### config.mk
export PLATFORM = sky130hd
export DESIGN_NAME = sflash_status_ctrl
export DESIGN_NICKNAME = d
export VERILOG_FILES = /design/src/rtl/sfsr_pkg.sv /design/src/rtl/sfsr_sync.sv /design/src/rtl/sfsr_frame.sv /design/src/rtl/sfsr_status_core.sv /design/src/rtl/sfsr_readout.sv /design/src/rtl/sflash_status_ctrl.sv
export SDC_FILE = /design/constraint.sdc
export NUM_CORES = 1
export LEC_CHECK = 0
export BUFFER_PORTS_ARGS = -buffer_cell sky130_fd_sc_hd__buf_2
export CAP_MARGIN = 20
export CORE_MARGIN = 5
export CORE_UTILIZATION = 55
export DETAILED_ROUTE_END_ITERATION = 7
export GPL_TIMING_DRIVEN = 0
export PLACE_DENSITY_LB_ADDON = 0.3
export SLEW_MARGIN = 20
export SYNTH_ARGS = -nofsm -noshare
export SYNTH_HDL_FRONTEND = slang
export SYNTH_SLANG_ARGS = --single-unit
### constraint.sdc
create_clock -name clk -period 3.25 [get_ports clk]
set_clock_uncertainty 0.15 [all_clocks]
set_input_delay 0.325 -clock clk [delete_from_list [all_inputs] [get_ports clk]]
set_output_delay 0.325 -clock clk [all_outputs]
set_load 0.01 [all_outputs]
### src/rtl/sfsr_pkg.sv
package sfsr_pkg;

  localparam logic [7:0] OP_SET_WEL  = 8'h06;
  localparam logic [7:0] OP_WR_STAT  = 8'h01;
  localparam logic [7:0] OP_RD_LOW   = 8'h05;
  localparam logic [7:0] OP_RD_HIGH  = 8'h35;

  // writable status bits: 2..9 and 14
  localparam logic [15:0] STORE_MASK = 16'h43FC;

  // frame bit counter: counts up to WRAP_HI, then cycles in WRAP_LO..WRAP_HI
  localparam int CNT_W   = 6;
  localparam int WRAP_LO = 32;
  localparam int WRAP_HI = 39;

  localparam int LEN_SHORT = 16;
  localparam int LEN_LONG  = 24;

  function automatic logic [CNT_W-1:0] frame_cnt_next(logic [CNT_W-1:0] c);
    if (c == CNT_W'(WRAP_HI)) return CNT_W'(WRAP_LO);
    return c + 1'b1;
  endfunction

  function automatic logic [15:0] merge_status(logic [7:0] lo, logic [7:0] hi, logic two_bytes);
    logic [15:0] raw;
    raw = {(two_bytes ? hi : 8'h00), lo};
    return raw & STORE_MASK;
  endfunction

  function automatic logic hw_locked(logic srp_hi, logic srp_lo, logic wp_n_s);
    return !srp_hi && srp_lo && !wp_n_s;
  endfunction

endpackage

### src/rtl/sfsr_sync.sv
module sfsr_sync #(
  parameter int W = 4,
  parameter int EDGE_W = 2,
  parameter logic [W-1:0] INIT = '0
) (
  input  logic              clk,
  input  logic              rst_n,
  input  logic [W-1:0]      async_in,
  output logic [W-1:0]      sync_q,
  output logic [EDGE_W-1:0] prev_q
);
  logic [W-1:0] stage1;

  always_ff @(posedge clk or negedge rst_n) begin
    if (!rst_n) begin
      stage1 <= INIT;
      sync_q <= INIT;
    end else begin
      stage1 <= async_in;
      sync_q <= stage1;
    end
  end

  generate
    for (genvar g = 0; g < EDGE_W; g++) begin : g_edge
      always_ff @(posedge clk or negedge rst_n) begin
        if (!rst_n) prev_q[g] <= INIT[g];
        else        prev_q[g] <= sync_q[g];
      end
    end
  endgenerate
endmodule

### src/rtl/sfsr_frame.sv
module sfsr_frame
  import sfsr_pkg::*;
(
  input  logic             clk,
  input  logic             rst_n,
  input  logic             cs_low,
  input  logic             cs_rise,
  input  logic             sclk_rise,
  input  logic             mosi_s,
  output logic [CNT_W-1:0] bit_cnt,
  output logic [7:0]       opcode,
  output logic             wren_req,
  output logic             wrsr_req,
  output logic             wrsr_two,
  output logic [7:0]       data_lo,
  output logic [7:0]       data_hi
);
  logic [15:0] shreg;
  logic        len_short, len_long, len_op;

  always_ff @(posedge clk or negedge rst_n) begin
    if (!rst_n) begin
      bit_cnt <= '0;
      opcode  <= '0;
      shreg   <= '0;
    end else if (!cs_low) begin
      bit_cnt <= '0;
      opcode  <= '0;
    end else if (sclk_rise) begin
      shreg   <= {shreg[14:0], mosi_s};
      bit_cnt <= frame_cnt_next(bit_cnt);
      if (bit_cnt == CNT_W'(7)) opcode <= {shreg[6:0], mosi_s};
    end
  end

  assign len_op    = (bit_cnt == CNT_W'(8));
  assign len_short = (bit_cnt == CNT_W'(LEN_SHORT));
  assign len_long  = (bit_cnt == CNT_W'(LEN_LONG));

  assign wren_req = cs_rise && len_op && (opcode == OP_SET_WEL);
  assign wrsr_req = cs_rise && (len_short || len_long) && (opcode == OP_WR_STAT);
  assign wrsr_two = len_long;
  assign data_lo  = len_long ? shreg[15:8] : shreg[7:0];
  assign data_hi  = shreg[7:0];

  AST_WREN_ONE_BYTE: assert property (@(posedge clk) disable iff (!rst_n)
    wren_req |-> !wrsr_req);
endmodule

### src/rtl/sfsr_status_core.sv
module sfsr_status_core
  import sfsr_pkg::*;
#(
  parameter int BUSY_CYCLES = 200
) (
  input  logic        clk,
  input  logic        rst_n,
  input  logic        wren_req,
  input  logic        wrsr_req,
  input  logic        wrsr_two,
  input  logic [7:0]  data_lo,
  input  logic [7:0]  data_hi,
  input  logic        wp_n_s,
  output logic [15:0] status,
  output logic        commit_evt,
  output logic        accept_evt
);
  localparam int BW = $clog2(BUSY_CYCLES + 1);

  logic [15:0]   stored, pend;
  logic          pend_two;
  logic          wel, busy;
  logic [BW-1:0] bcnt;
  logic          locked;

  assign locked     = hw_locked(stored[8], stored[7], wp_n_s);
  assign accept_evt = wrsr_req && wel && !busy && !locked;
  assign commit_evt = busy && (bcnt == '0);

  always_ff @(posedge clk or negedge rst_n) begin
    if (!rst_n) begin
      stored   <= '0;
      pend     <= '0;
      pend_two <= 1'b0;
      wel      <= 1'b0;
      busy     <= 1'b0;
      bcnt     <= '0;
    end else begin
      if (accept_evt) begin
        pend     <= merge_status(data_lo, data_hi, wrsr_two);
        pend_two <= wrsr_two;
        busy     <= 1'b1;
        bcnt     <= BW'(BUSY_CYCLES - 1);
      end else if (commit_evt) begin
        stored <= pend;
        busy   <= 1'b0;
      end else if (busy) begin
        bcnt <= bcnt - 1'b1;
      end

      if (commit_evt)    wel <= 1'b0;
      else if (wren_req) wel <= 1'b1;
    end
  end

  assign status = stored | {14'b0, wel, busy};

  AST_STORE_ONLY_AT_COMMIT: assert property (@(posedge clk) disable iff (!rst_n)
    !commit_evt |=> $stable(stored));
  AST_BUSY_NEEDS_WEL: assert property (@(posedge clk) disable iff (!rst_n)
    $rose(busy) |-> $past(wel));
  AST_WEL_DROPS_AT_END: assert property (@(posedge clk) disable iff (!rst_n)
    $fell(busy) |-> !wel);
  AST_BUSY_KEEPS_WEL: assert property (@(posedge clk) disable iff (!rst_n)
    busy |-> wel);
  AST_NO_START_LOCKED: assert property (@(posedge clk) disable iff (!rst_n)
    $rose(busy) |-> !$past(locked));
  AST_SHORT_CLEARS_UPPER: assert property (@(posedge clk) disable iff (!rst_n)
    (commit_evt && !pend_two) |=> (stored[15:8] == 8'h00));
  AST_RESERVED_ZERO: assert property (@(posedge clk) disable iff (!rst_n)
    commit_evt |=> (stored[13:10] == 4'h0 && !stored[15]));
  AST_NO_RESTART_BUSY: assert property (@(posedge clk) disable iff (!rst_n)
    (busy && !commit_evt) |=> busy);
endmodule

### src/rtl/sfsr_readout.sv
module sfsr_readout
  import sfsr_pkg::*;
(
  input  logic             clk,
  input  logic             rst_n,
  input  logic             cs_low,
  input  logic             sclk_fall,
  input  logic [CNT_W-1:0] bit_cnt,
  input  logic [7:0]       opcode,
  input  logic [15:0]      status,
  output logic             miso
);
  logic [7:0] hold;
  logic [7:0] live;
  logic       sel_ok;
  logic       active;
  logic [2:0] idx;

  always_comb begin
    sel_ok = 1'b1;
    live   = status[7:0];
    if (opcode == OP_RD_HIGH)     live = status[15:8];
    else if (opcode != OP_RD_LOW) sel_ok = 1'b0;
  end

  assign active = sel_ok && (bit_cnt >= CNT_W'(8));
  assign idx    = ~bit_cnt[2:0];

  always_ff @(posedge clk or negedge rst_n) begin
    if (!rst_n) begin
      miso <= 1'b0;
      hold <= '0;
    end else if (!cs_low) begin
      miso <= 1'b0;
    end else if (sclk_fall) begin
      if (!active) begin
        miso <= 1'b0;
      end else if (idx == 3'd7) begin
        hold <= live;
        miso <= live[7];
      end else begin
        miso <= hold[idx];
      end
    end
  end

  AST_MISO_QUIET_IDLE: assert property (@(posedge clk) disable iff (!rst_n)
    !cs_low |=> !miso);
  AST_MISO_ONLY_ON_FALL: assert property (@(posedge clk) disable iff (!rst_n)
    (cs_low && !sclk_fall) |=> $stable(miso));
  AST_MISO_SILENT_OTHER: assert property (@(posedge clk) disable iff (!rst_n)
    (cs_low && !sel_ok) |=> !miso);
endmodule

### src/rtl/sflash_status_ctrl.sv
module sflash_status_ctrl
  import sfsr_pkg::*;
#(
  parameter int BUSY_CYCLES = 200
) (
  input  logic clk,
  input  logic rst_n,
  input  logic spi_sclk,
  input  logic spi_cs_n,
  input  logic spi_mosi,
  output logic spi_miso,
  input  logic wp_n
);
  // synchronised vector: [3]=wp_n [2]=mosi [1]=cs_n [0]=sclk
  logic [3:0] pins_q;
  logic [1:0] pins_prev;

  logic             cs_low, cs_rise, sclk_rise, sclk_fall;
  logic [CNT_W-1:0] bit_cnt;
  logic [7:0]       opcode, data_lo, data_hi;
  logic             wren_req, wrsr_req, wrsr_two;
  logic [15:0]      status;
  logic             commit_evt, accept_evt;

  sfsr_sync #(.W(4), .EDGE_W(2), .INIT(4'b1010)) u_sync (
    .clk     (clk),
    .rst_n   (rst_n),
    .async_in({wp_n, spi_mosi, spi_cs_n, spi_sclk}),
    .sync_q  (pins_q),
    .prev_q  (pins_prev)
  );

  assign cs_low    = !pins_q[1];
  assign cs_rise   = pins_q[1] && !pins_prev[1];
  assign sclk_rise = cs_low && pins_q[0] && !pins_prev[0];
  assign sclk_fall = cs_low && !pins_q[0] && pins_prev[0];

  sfsr_frame u_frame (
    .clk      (clk),
    .rst_n    (rst_n),
    .cs_low   (cs_low),
    .cs_rise  (cs_rise),
    .sclk_rise(sclk_rise),
    .mosi_s   (pins_q[2]),
    .bit_cnt  (bit_cnt),
    .opcode   (opcode),
    .wren_req (wren_req),
    .wrsr_req (wrsr_req),
    .wrsr_two (wrsr_two),
    .data_lo  (data_lo),
    .data_hi  (data_hi)
  );

  sfsr_status_core #(.BUSY_CYCLES(BUSY_CYCLES)) u_core (
    .clk       (clk),
    .rst_n     (rst_n),
    .wren_req  (wren_req),
    .wrsr_req  (wrsr_req),
    .wrsr_two  (wrsr_two),
    .data_lo   (data_lo),
    .data_hi   (data_hi),
    .wp_n_s    (pins_q[3]),
    .status    (status),
    .commit_evt(commit_evt),
    .accept_evt(accept_evt)
  );

  sfsr_readout u_read (
    .clk      (clk),
    .rst_n    (rst_n),
    .cs_low   (cs_low),
    .sclk_fall(sclk_fall),
    .bit_cnt  (bit_cnt),
    .opcode   (opcode),
    .status   (status),
    .miso     (spi_miso)
  );

  AST_ACCEPT_AT_FRAME_END: assert property (@(posedge clk) disable iff (!rst_n)
    accept_evt |-> cs_rise);
  AST_COMMIT_NOT_WITH_ACCEPT: assert property (@(posedge clk) disable iff (!rst_n)
    commit_evt |-> !accept_evt);
endmodule

==> results.toml, run 1 <==
[worst_setup_path]
cp_max_fo = 9
critical_path_class = "reg2reg"
crit_required_ps = 3330
worst_setup_path_end_kind = "flop"
cp-start-kind = "flop"
cp.arrival_ps = 2690

[placement]
place_ws_ps = 647
io_buffer_count = 6
place.gp.congestion = 0.771
hpwl_um = 3980

[logic_synthesis]
yosysTopAreaCellShare_pct = 53.5
syn-num-nets = 264
syn_area_per_cell_um2 = 13.2
ys_seq_area_share_pct = 57.4
yosysTopAreaCell = "dfrtp_1"
syn_inst = 255
yosys_warnings = 0
synth-seq-cells = 77
synth_area_leaders = "dfrtp_1 (53%), mux2_2 (15%), dfstp_2 (3.9%), mux2i_1 (2.4%), a22o_1 (2.3%)"
synth_flop_cell = "dfrtp_1"
synth_commonest_cells = "dfrtp_1 (72), mux2_2 (44), nand2_1 (14), nor2_1 (14), inv_1 (12)"
synth-async-reset-ratio_pct = 100
synth-edff-count = 0
synth_cell_types = 49
synth.most_common_cell = "dfrtp_1"
syn_area_um2 = 3370

[floorplan]
core-area_um2 = 5960
ios = 7
die_w_um = 88.3
dieHeight_um = 88.3
rows = 28
start_util_pct = 56.6
die-area_um2 = 7790

[detailed_routing]
routed_wirelength_um = 5710
num_vias = 2007
vias_per_cell = 5.61
drtPass1Iterations = 4
wire_per_inst_um = 15.9
drt_iter0_drc = 104
ant_nets = 0
drc = 0

[grt]
grt_max_degree = 40
grt_pass1_wl_um = 10100
busiest_layer = "met2"
grt.overflow.total = 0
gr-usage-met2_pct = 25.6
antenna_found_initial = 0
grt_pass1_vias = 2096
grt_use_total_pct = 17.2
grt_use_met1_pct = 23.6
grt_util_met3_pct = 5.68

[timing]
finalMaxSlewViolations = 0
timing.final.crit_period_ps = 2610
rsz0062_at_grt = "no"
tightest_slew_ps = 648
fin_crit_sh_pct = 80.4
setup_slack_ps = 636
timing.setup.tns_ps = 0
max_freq_mhz = 383
finalHoldViolCount = 0
setup_viol = 0
slew_headroom_pct = 56.6

[final_layout]
drive_gt1_share_pct = 30.4
nets = 287
insertedDiodeCount = 0
area.growth.synth_to_final_pct = 11.8
fin_util_pct = 63.2

[flow_run]
max_cap_violations = 0

[worst_hold_path]
min_path_type = "reg2reg"

[clock_tree]
clockBufferDepth = 2
clock_latency_ps = 340
cts_num_sinks = 77
cts_resized = 0
cts-root-buf = "clkbuf_8"
cts_buffers = 9
cts_max_level = 3
cts_tree = "yes"
clk_pin_slew_ps = 80

[power]
p_leak_nw = 1.74
power_density_nw_per_um2 = 509
irDropWorstVdd_mv = 0.449

[run_status]
status = "finished clean"
## registers in the layout, summed over array words and instances, names as in the netlist, 6 cells and up
register / flops
u_core.bcnt: 8
u_core.pend: 9
u_core.stored: 9
u_frame.bit_cnt: 6
u_frame.opcode: 8
u_frame.shreg: 16
u_read.hold: 8
## critical path, cell delays in order (launching register included)
cell and delay, ps:
dfrtp_1 470, inv_1 120, ha_1 210, or3b_2 490, nor2_2 410, mux2_2 390, mux2_2 260
## metrics by stage
step                      total power, mW  hold WS [ps]  instances  cell area, um^2
after global placement               1.22           183        336             3490
after CTS                            1.94           197        358             3770
after global routing                 2.02           216        358             3770
after floorplan                      1.16          -121        255             3370
after detailed placement             1.23           172        337             3520
final                                1.92           196        358             3770
## cells by family (layout without fill, tap and decap cells)
kind of cell	after synthesis	count (layout)	synth area share (%)
adder cells (fa/ha/maj)	3	3	1.11
multiplexers	54	54	18.4
AO/OA/AOI/OAI	26	26	6.28
flip-flops	77	77	57.4
XOR/XNOR	8	8	2.08
buffers and inverters	19	47	2.71
AND/OR/NAND/NOR	68	68	12.0
## placed cells by master, fill, tap and decap left out, types with 6 or more instances in the layout
cell type,netlist,routed
a22o_1,9,9
buf_2,1,6
clkbuf_8,0,10
dfrtp_1,72,72
inv_1,12,12
mux2_2,44,44
mux2i_1,8,8
nand2_1,14,14
nand2b_1,7,7
nor2_1,14,14
## layout make-up
class,instances,area [um^2]
multi-input cells,159,1350
flip-flops and latches,77,1930
inverters,12,45.0
repair buffers,12,103
plain buffers,7,46.3
well taps,75,93.8
clock buffers,10,138
fillers,460,2190
clock inverters,6,62.6
## worst paths after layout
kind | start | to | slack, ps | cells past startpoint
hold reg to reg | u_sync.stage1[2] | u_sync.sync_q[2] | 200 | 0
max in group asynchronous | rst_n | u_core.stored[2] | 2050 | 3
hold / removal | u_sync.stage1[2] | u_sync.sync_q[2] | 200 | 0
setup / recovery | u_frame.bit_cnt[0] | u_core.pend[2] | 640 | 6
min in group asynchronous | rst_n | u_core.bcnt[6] | 340 | 2
setup reg to reg | u_frame.bit_cnt[0] | u_core.pend[2] | 640 | 6
## power by group
group          switching [mW]  total, mW  internal, mW
registers              0.0600       1.07          1.01
clock network           0.336      0.710         0.374
logic                  0.0524      0.132        0.0796
## routing by layer
layer	wire length (um)	vias up	part of all wire, %
met4	63	0	1.1
li1	-	955	-
met5	0	-	0
met3	210	7	3.7
met2	2720	30	48
met1	2720	1015	48
## timing repair
| item | in CTS | in global routing |
|---|---|---|
| endpoints found under the hold margin | 37 | 0 |
| buffers inserted | 0 | 0 |
| hold buffers | 5 | 0 |
Note: power is estimated with default switching activity, not from simulation.
==> run 2, diff against run 1 <==
==> constraint.sdc (replaced) <==
create_clock -name clk -period 2.35 [get_ports clk]
set_clock_uncertainty 0.15 [all_clocks]
set_input_delay 0.235 -clock clk [delete_from_list [all_inputs] [get_ports clk]]
set_output_delay 0.235 -clock clk [all_outputs]
set_load 0.01 [all_outputs]
==> run 2 against run 1 <==
  * Sequential share of layout area decreased by 1.8 points
  * Clock power increased by 38%
  * Worst setup slack got worse by 530 ps
  * Die area unchanged
  * Wire length increased by 2.8%
  * Flip-flop and latch count unchanged
  * Combinational power increased by 50%
  * Register-to-register slack got worse by 530 ps
  * Core utilization increased by 2.4 points
  * Via count increased by 2.5%
  * Cell area increased by 3.7%
  * Highest routed layer unchanged
==> results.toml, run 2 (synthesized netlist as in run 1, its figures left out) <==
[clock_tree]
clockBufferDepth = 2
cts_num_sinks = 77
cts_tree = "yes"
cts_buffers = 9
cts-root-buf = "clkbuf_8"
clk_pin_slew_ps = 80
cts_max_level = 3
clock_latency_ps = 340

[floorplan]
dieHeight_um = 88.3
die_w_um = 88.3
start_util_pct = 56.6
rows = 28
ios = 7
die-area_um2 = 7790
core-area_um2 = 5960

[detailed_routing]
drt_iter0_drc = 108
wire_per_inst_um = 16.0
vias_per_cell = 5.62
ant_nets = 0
drtPass1Iterations = 4
num_vias = 2058
routed_wirelength_um = 5870
drc = 0

[worst_setup_path]
ff2ff_path_depth = 7
worstSetupPathDepth = 7
cp-start-kind = "flop"
crit_required_ps = 2430
cp_top_family = "simple AND/OR/NAND/NOR gates"
slowest_stage = "dfrtp_2"
worst_setup_path_end_kind = "flop"
critical_path_class = "reg2reg"
cp_max_fo = 9
max_stage_delay_ps = 410
critPathBufInv = 2
cp.arrival_ps = 2320
crit_chain = "inv_1, ha_4, or3b_4, nor3b_4, and3_4, buf_6, mux2_2"

[power]
power_density_nw_per_um2 = 683
p_leak_nw = 1.78
irDropWorstVdd_mv = 0.623

[flow_run]
max_cap_violations = 0

[timing]
timing.final.crit_period_ps = 2250
slew_headroom_pct = 59.3
fin_crit_sh_pct = 95.6
finalHoldViolCount = 0
setup_slack_ps = 104
max_freq_mhz = 445
setup_viol = 0
tightest_slew_ps = 610
rsz0062_at_grt = "no"
timing.setup.tns_ps = 0
whs_ps = 193
finalMaxSlewViolations = 0

[placement]
hpwl_um = 3980
io_buffer_count = 6
dpl_cell_area_um2 = 3520
place.gp.congestion = 0.771
place_ws_ps = -253

[final_layout]
area.growth.synth_to_final_pct = 15.9
fill_cells = 447
final_common_cell = "dfrtp_1"
drive_gt1_share_pct = 34.4
layout_common_cells = "dfrtp_1 (70), mux2_2 (44), nor2_1 (14), nand2_1 (14), inv_1 (11)"
insertedDiodeCount = 0
top_regs = "u_frame.shreg: 16 flops, u_core.pend: 9 flops, u_core.stored: 9 flops"
fin_area_um2 = 3910
largest_register_ffs = 16
nets = 295
fin_util_pct = 65.6
regMostFlops = "u_frame.shreg"

[grt]
antenna_found_initial = 0
grt_max_degree = 40
grt_pass1_vias = 2106
grt.overflow.total = 0
grt_use_total_pct = 17.3
grt_pass1_wl_um = 10200

[worst_hold_path]
min_delay_path_depth = 0
min_path_type = "reg2reg"

[run_status]
status = "finished clean"
## run 2: cell types whose count changed in the layout (fill, tap and decap cells not counted), sizes merged
cell | before | now
buf | 11 | 19
## run 2: metal layers
layer,vias to the layer above,part of all wire (%),track usage (%)
met5,-,0,0
met4,0,0.61,6.04
met3,4,3.5,5.68
met2,38,48,26.0
met1,1044,48,23.6
li1,972,-,-
## run 2: power by group
part / switching (mW) / internal [mW]
Sequential: 0.0821 / 1.40
Clock: 0.466 / 0.517
Combinational: 0.0794 / 0.119
## run 2: through the flow
stage          cells  power, mW
6_report         366       2.67
5_1_grt          366       2.80
4_1_cts          360       2.70
3_5_place_dp     337       1.69
3_3_place_gp     336       1.68
2_1_floorplan    255       1.60
## run 2: final timing paths
check	from	to	slack, ps
min	u_sync.stage1[2]	u_sync.sync_q[2]	190
min in group asynchronous	rst_n	u_core.bcnt[6]	250
max	u_frame.bit_cnt[0]	u_core.pend[3]	100
max in group asynchronous	rst_n	u_core.stored[2]	1240
min reg2reg	u_sync.stage1[2]	u_sync.sync_q[2]	190
max reg2reg	u_frame.bit_cnt[0]	u_core.pend[3]	100
## run 2: layout make-up
| class | count | area (um^2) | area share, % |
|---|---|---|---|
| buffer | 7 | 53.8 | 1.38 |
| clock buffer | 10 | 138 | 3.52 |
| clock inverter | 6 | 62.6 | 1.60 |
| inverter | 12 | 45.0 | 1.15 |
| multi-input combinational | 159 | 1390 | 35.6 |
| sequential | 77 | 1940 | 49.6 |
| tap | 75 | 93.8 | 2.40 |
| timing repair buffer | 20 | 188 | 4.80 |
## run 2: repair_timing
action,4_1_cts,5_1_grt
pin swaps,3,4
endpoints found under the setup margin,28,11
resized for setup,6,8
endpoints found under the hold margin,37,0
hold buffers,5,0
buffers inserted,2,6
